===== config.mk =====
export PLATFORM = sky130hd
export DESIGN_NAME = dac_mode_shifter
export DESIGN_NICKNAME = d
export VERILOG_FILES = /design/src/rtl/dacser_pkg.sv /design/src/rtl/dacser_word_compose.sv /design/src/rtl/dacser_ctrl.sv /design/src/rtl/dacser_path.sv /design/src/rtl/dac_mode_shifter.sv
export SDC_FILE = /design/constraint.sdc
export NUM_CORES = 1
export LEC_CHECK = 0
export BUFFER_PORTS_ARGS = -buffer_cell sky130_fd_sc_hd__buf_4
export CAP_MARGIN = 10
export CORE_MARGIN = 4
export CORE_UTILIZATION = 58
export DETAILED_ROUTE_END_ITERATION = 12
export PLACE_DENSITY = 0.84
export SYNTH_ARGS = -nofsm -noshare
export SYNTH_HDL_FRONTEND = slang
export SYNTH_HIERARCHICAL = 1
export SYNTH_SLANG_ARGS = --single-unit

===== constraint.sdc =====
create_clock -name clk -period 2.6 [get_ports clk]
set_input_delay 0.52 -clock clk [delete_from_list [all_inputs] [get_ports clk]]
set_output_delay 0.52 -clock clk [all_outputs]
set_load 0.01 [all_outputs]

===== src/rtl/dacser_pkg.sv =====
package dacser_pkg;

  typedef enum logic [2:0] {
    ST_IDLE,
    ST_CLK_LOW,
    ST_CLK_HIGH,
    ST_LATCH_LOW,
    ST_LATCH_HIGH
  } seqState_t;

  // Strobes from the sequencer to the datapath; at most one is high per cycle.
  typedef struct packed {
    logic load;
    logic nextBit;
    logic raiseClk;
    logic enterLatch;
    logic releaseLatch;
    logic finish;
  } strobes_t;

endpackage


===== src/rtl/dacser_word_compose.sv =====
module dacser_word_compose #(
  parameter int WORD_W   = 16,
  parameter int MODE_IDX = 2,
  parameter int LEN_CODE = 2
) (
  output logic [WORD_W-1:0] initWord
);
  localparam int MODE_LSB = 11;
  localparam int MODE_W   = 2;
  localparam int LEN_LSB  = 6;
  localparam int LEN_W    = 2;

  localparam logic [MODE_W-1:0] MODE_FIELD = MODE_W'(MODE_IDX);
  localparam logic [LEN_W-1:0]  LEN_FIELD  = LEN_W'(LEN_CODE);

  // Reset, mute, de-emphasis, zero-detect and attenuation fields stay zero.
  always_comb begin
    initWord = '0;
    initWord[MODE_LSB +: MODE_W] = MODE_FIELD;
    initWord[LEN_LSB +: LEN_W]   = LEN_FIELD;
  end

endmodule


===== src/rtl/dacser_ctrl.sv =====
module dacser_ctrl
  import dacser_pkg::*;
#(
  parameter int WORD_W   = 16,
  parameter int HALF_CYC = 1000
) (
  input  logic     clk,
  input  logic     rstN,
  input  logic     startStrobe,
  output strobes_t strb
);
  localparam int CNT_W = (HALF_CYC > 1) ? $clog2(HALF_CYC) : 1;
  localparam int BIT_W = (WORD_W > 1) ? $clog2(WORD_W) : 1;
  localparam logic [CNT_W-1:0] HALF_LAST = CNT_W'(HALF_CYC - 1);
  localparam logic [BIT_W-1:0] BIT_LAST  = BIT_W'(WORD_W - 1);

  seqState_t state, stateNxt;
  logic [CNT_W-1:0] halfCnt;
  logic [BIT_W-1:0] bitCnt;
  logic halfEnd;

  assign halfEnd = (halfCnt == HALF_LAST);

  always_comb begin
    stateNxt = state;
    strb     = '0;
    unique case (state)
      ST_IDLE: begin
        if (startStrobe) begin
          strb.load = 1'b1;
          stateNxt  = ST_CLK_LOW;
        end
      end
      ST_CLK_LOW: begin
        if (halfEnd) begin
          strb.raiseClk = 1'b1;
          stateNxt      = ST_CLK_HIGH;
        end
      end
      ST_CLK_HIGH: begin
        if (halfEnd) begin
          if (bitCnt == BIT_LAST) begin
            strb.enterLatch = 1'b1;
            stateNxt        = ST_LATCH_LOW;
          end else begin
            strb.nextBit = 1'b1;
            stateNxt     = ST_CLK_LOW;
          end
        end
      end
      ST_LATCH_LOW: begin
        if (halfEnd) begin
          strb.releaseLatch = 1'b1;
          stateNxt          = ST_LATCH_HIGH;
        end
      end
      ST_LATCH_HIGH: begin
        if (halfEnd) begin
          strb.finish = 1'b1;
          stateNxt    = ST_IDLE;
        end
      end
      default: stateNxt = ST_IDLE;
    endcase
  end

  always_ff @(posedge clk or negedge rstN) begin
    if (!rstN) begin
      state   <= ST_IDLE;
      halfCnt <= '0;
      bitCnt  <= '0;
    end else begin
      state <= stateNxt;
      if (state == ST_IDLE || halfEnd) begin
        halfCnt <= '0;
      end else begin
        halfCnt <= halfCnt + 1'b1;
      end
      if (strb.load) begin
        bitCnt <= '0;
      end else if (strb.nextBit) begin
        bitCnt <= bitCnt + 1'b1;
      end
    end
  end

endmodule


===== src/rtl/dacser_path.sv =====
module dacser_path
  import dacser_pkg::*;
#(
  parameter int WORD_W = 16
) (
  input  logic              clk,
  input  logic              rstN,
  input  strobes_t          strb,
  input  logic [WORD_W-1:0] loadWord,
  output logic              modeData,
  output logic              modeClk,
  output logic              modeLatch,
  output logic              done
);
  logic [WORD_W-1:0] shiftReg;

  always_ff @(posedge clk or negedge rstN) begin
    if (!rstN) begin
      shiftReg  <= '0;
      modeData  <= 1'b0;
      modeClk   <= 1'b0;
      modeLatch <= 1'b1;
      done      <= 1'b0;
    end else begin
      done <= strb.finish;
      if (strb.load) begin
        shiftReg <= loadWord;
        modeData <= loadWord[WORD_W-1];
        modeClk  <= 1'b0;
      end else if (strb.nextBit) begin
        shiftReg <= shiftReg << 1;
        modeData <= shiftReg[WORD_W-2];
        modeClk  <= 1'b0;
      end else if (strb.raiseClk) begin
        modeClk <= 1'b1;
      end else if (strb.enterLatch) begin
        modeData  <= 1'b0;
        modeClk   <= 1'b0;
        modeLatch <= 1'b0;
      end else if (strb.releaseLatch) begin
        modeLatch <= 1'b1;
      end
    end
  end

endmodule


===== src/rtl/dac_mode_shifter.sv =====
module dac_mode_shifter
  import dacser_pkg::*;
#(
  parameter int WORD_W   = 16,
  parameter int HALF_CYC = 1000,
  parameter int MODE_IDX = 2,
  parameter int LEN_CODE = 2
) (
  input  logic              clk,
  input  logic              rstN,
  input  logic              startStrobe,
  input  logic              useDefault,
  input  logic [WORD_W-1:0] wordIn,
  output logic              modeData,
  output logic              modeClk,
  output logic              modeLatch,
  output logic              done
);
  strobes_t          strb;
  logic [WORD_W-1:0] initWord;
  logic [WORD_W-1:0] loadWord;

  dacser_word_compose #(
    .WORD_W  (WORD_W),
    .MODE_IDX(MODE_IDX),
    .LEN_CODE(LEN_CODE)
  ) compose_i (
    .initWord(initWord)
  );

  assign loadWord = useDefault ? initWord : wordIn;

  dacser_ctrl #(
    .WORD_W  (WORD_W),
    .HALF_CYC(HALF_CYC)
  ) ctrl_i (
    .clk        (clk),
    .rstN       (rstN),
    .startStrobe(startStrobe),
    .strb       (strb)
  );

  dacser_path #(
    .WORD_W(WORD_W)
  ) path_i (
    .clk      (clk),
    .rstN     (rstN),
    .strb     (strb),
    .loadWord (loadWord),
    .modeData (modeData),
    .modeClk  (modeClk),
    .modeLatch(modeLatch),
    .done     (done)
  );

endmodule


==> run summary <==
The worst-case vdd ir drop was 0.3399 mV; the number of placement rows was 21. STA puts the critical path data required time at 2760 ps. The number of distinct standard cells referenced by the synthesized netlist is 39, and the number of hold buffers added after CTS is 0. The fraction of layout instances using a drive strength above 1 is 0.2361, and the number of cells upsized or downsized after cts is 0. The floorplan step set the die height to 68.67 um. Share of synthesized area spent on multiplexers: 0.1676. The worst path buffer plus inverter count came out at 1. The post-synthesis share of cell area spent on xor and xnor gates works out to 0.03283. Counting flops with a built-in enable in the synthesized netlist gives 0.

The root cell of the clock tree is sky130_fd_sc_hd__clkbuf_8. Setup repair after global routing left no endpoint under its margin. The setup path with the least slack is of type flip-flop to flip-flop.

The net count of the finished layout is 254. The cell area after placement is 2217 um^2, and the arithmetic-cell share of the synthesized area counting full adders, half adders and majority gates is 0.01172. The sum of net half-perimeters after detailed placement was 2.395 mm. The area fraction in compound gates after synthesis works out to 0.08558.

The remaining global-route overflow came out at 0. Buffers inserted during clock tree synthesis total 5. For this run, the number of Yosys warnings is 6. The signal arrival time at the worst endpoint is 2340 ps, and the met3 demand-to-capacity share in global routing is 0.05024.

In this run the remaining antenna-violating nets after routing total 0. In the layout the commonest cells are sky130_fd_sc_hd__dfrtp_1 (35), sky130_fd_sc_hd__buf_4 (26), sky130_fd_sc_hd__nand2_1 (20). For the number of endpoints with negative hold slack in the final report, the log shows 0. After synthesis, the largest family of logic cells by area is multiplexers.

In the post-synthesis netlist, the biggest area contributors are sky130_fd_sc_hd__dfrtp_1 (41%), sky130_fd_sc_hd__mux2_4 (7.0%), sky130_fd_sc_hd__mux2i_1 (6.6%), sky130_fd_sc_hd__buf_4 (6.0%), sky130_fd_sc_hd__nand2_1 (3.5%). The logs give 36 for the count of clock tree sinks and 10.60 ps for the clock skew. The tools report the maximum number of pins on one net before global-route repair as 40. The wire length reported by the detailed router came out at 3.384 mm. In the post-route analysis, the smallest setup slack over all paths is 420.9 ps.

The number of placed I/O pins is 24, and the overall routing resource usage is 0.1717. For this design the static power due to leakage is 0.001006 uW. The via count of the first global-routing pass was 1,436. The critical path goes through ha_1, nand2_1, or4_4, nor2_2, buf_4, mux2i_1, o21ai_1. The design draws 1503 uW. At the later pin of the worst-skew pair, clock insertion delay measures 290 ps. The top cell type's share of synthesized area works out to 0.4103. The die area is 4715 um^2. The path class of the tightest hold or removal check is input pin to asynchronous set/reset pin. The final setup violation count is 0.

Across the run, the number of max-cap violations was 0. In this design, the largest share of critical-path delay is due to simple AND/OR/NAND/NOR gates. The met1 demand-to-capacity share in global routing was 0.1942. Maximum clock frequency: 458.9 MHz. STA classifies the critical path endpoint as a flip-flop. The fraction of the core area covered by cells at the end of the flow was 0.6732; the number of DRC markers in iteration 0 was 69.

The tools report the vias after detailed routing as 1,484. The flow ran to the end, and the final reports show no timing, DRC or antenna violations. The worst path in the final design needs a cycle of 2179 ps, including I/O delays and setup. For the wire length of the first global-routing pass, the log shows 5.996 mm. The number of max-slew violations in the final report was 0. TritonCTS built the clock tree. The most common cell after layout, fill and taps aside is sky130_fd_sc_hd__dfrtp_1. The logs give 0.4226 for the post-synthesis sequential area ratio and 4 for the number of optimization iterations in the first detailed-route pass. In this run the mean area of a mapped cell was 9.975 um^2.

For the fill cell instance count of the final layout, the log shows 296. The global-route met2 utilization was 0.2956. In this run the number of H-tree levels came out at 2. The most critical setup path has its startpoint at ctrl_i/halfCnt[0]. The clock-pin transition on the worst setup and hold timing paths came out at 70 ps. Synthesis inferred 36 register bits. The setup TNS was 0 ps. The initial core utilization is 0.6201.

The worst-case setup slack after placement was 439.9 ps. At the end of routability-driven placement, the weighted congestion stood at 0.7990. On the critical path, the stage with the largest delay is an instance of sky130_fd_sc_hd__or4_4. The mapped netlist covers 2135 um^2.

The largest total area in the synthesized netlist belongs to sky130_fd_sc_hd__dfrtp_1. The final worst-path cycle share works out to 0.8381. Power per unit of standard cell area: 648.7 nW/um^2.

After detailed routing, the number of vias per cell comes to 5.319. The proportion of register bits with asynchronous set or reset after synthesis was 1.000. Once the clock tree was built, the setup fixing pass inserted 0 buffers.

For the number of antenna violations at the first check in global routing, the log shows 0. The worst register-to-register path begins at ctrl_i/halfCnt[0]. The area growth from synthesis to layout is 8.558%.

The worst setup path is launched from a flip-flop. The peak fanout along the critical path is 19. In the synthesized netlist the dominant register cell turns out to be sky130_fd_sc_hd__dfrtp_1. The final routed DRC violation total came out at 0. The deepest clock path buffer count is 2, and the number of antenna diodes is 0. The cell count after synthesis is 214. The count of buffers inserted at the top-level ports came out at 23.

met2 is the most crowded layer. Simple-gate portion of the synthesized area: 0.1600. The post-detailed-route wirelength per cell was 12.13 um.

With fillers left out, the area of the finished cells amounts to 2317 um^2. Core area: 3442 um^2. The die is 68.67 um wide. On the worst path, the slowest cell contributes a delay of 580 ps.
[cell families (layout without fill, tap and decap cells)]
group	Yosys count	in the layout
other cells	2	16
simple gates	67	67
flops	36	36
xor+xnor	8	8
compound gates	34	34
buf+inv	35	40
mux	30	30
fa+ha+maj	2	2
[layer usage]
layer  part of all wire  vias to the layer above
met5                  0                        -
met4              0.021                        0
met3              0.050                        9
met2               0.50                       33
met1               0.42                      705
li1                   -                      737
[through the flow]
| step | hold slack (ps) | instances |
|---|---|---|
| 2_1_floorplan | 224.4 | 228 |
| 3_3_place_gp | 465.6 | 271 |
| 3_5_place_dp | 483.4 | 271 |
| 4_1_cts | 181.4 | 279 |
| 5_1_grt | 204.7 | 279 |
| 6_report | 168.4 | 279 |
[worst register-to-register path: stages (launching register included)]
cell and delay [ps]:
sky130_fd_sc_hd__dfrtp_1 390, sky130_fd_sc_hd__ha_1 210, sky130_fd_sc_hd__nand2_1 110, sky130_fd_sc_hd__or4_4 580
sky130_fd_sc_hd__nor2_2 130, sky130_fd_sc_hd__buf_4 300, sky130_fd_sc_hd__mux2i_1 240, sky130_fd_sc_hd__o21ai_1 90
[power breakdown]
part           switching [uW]  internal [uW]  total [uW]
Clock                     190            242         432
Combinational             136            149         285
Sequential               96.8            690         786
[cells in the mapped netlist (3+ instances only)]
master	number
sky130_fd_sc_hd__mux2i_1	14
sky130_fd_sc_hd__or3_1	3
sky130_fd_sc_hd__clkbuf_1	4
sky130_fd_sc_hd__mux2_4	10
sky130_fd_sc_hd__xnor2_1	5
sky130_fd_sc_hd__nand3_1	7
sky130_fd_sc_hd__a21oi_1	10
sky130_fd_sc_hd__nand2_1	20
sky130_fd_sc_hd__xor2_1	3
sky130_fd_sc_hd__inv_1	6
sky130_fd_sc_hd__buf_4	17
sky130_fd_sc_hd__o21ai_0	13
sky130_fd_sc_hd__nor2_1	15
sky130_fd_sc_hd__o21ai_1	6
sky130_fd_sc_hd__dfrtp_1	35
sky130_fd_sc_hd__mux2_2	6
sky130_fd_sc_hd__nand2b_1	3
sky130_fd_sc_hd__nor3_1	6
[final timing paths]
check | slack [ps] | endpoint | depth (start not counted)
min in group clk | 490 | ctrl_i/halfCnt[0] | 1
min | 170 | ctrl_i/state[2] | 1
min reg2reg | 490 | ctrl_i/halfCnt[0] | 1
max | 420 | path_i/shiftReg[8] | 7
max in group asynchronous | 2080 | path_i/modeLatch | 1
max reg2reg | 420 | path_i/shiftReg[8] | 7
[sequential cells by signal (all words and copies together) (netlist names)]
signal	flops
path_i/shiftReg	15
ctrl_i/halfCnt	10
ctrl_i/bitCnt	4
ctrl_i/state	3
path_i/done	1
path_i/modeClk	1
path_i/modeData	1
path_i/modeLatch	1
[layout make-up]
type,instances,area (um^2),area share
Sequential cell,36,902.1,0.3893
Multi-Input combinational cell,157,1040,0.4487
Inverter,6,22.52,0.009719
Tap cell,46,57.56,0.02484
Timing Repair Buffer,26,195.2,0.08423
Clock buffer,8,100.1,0.04320
(Power assumes the default switching activity.)
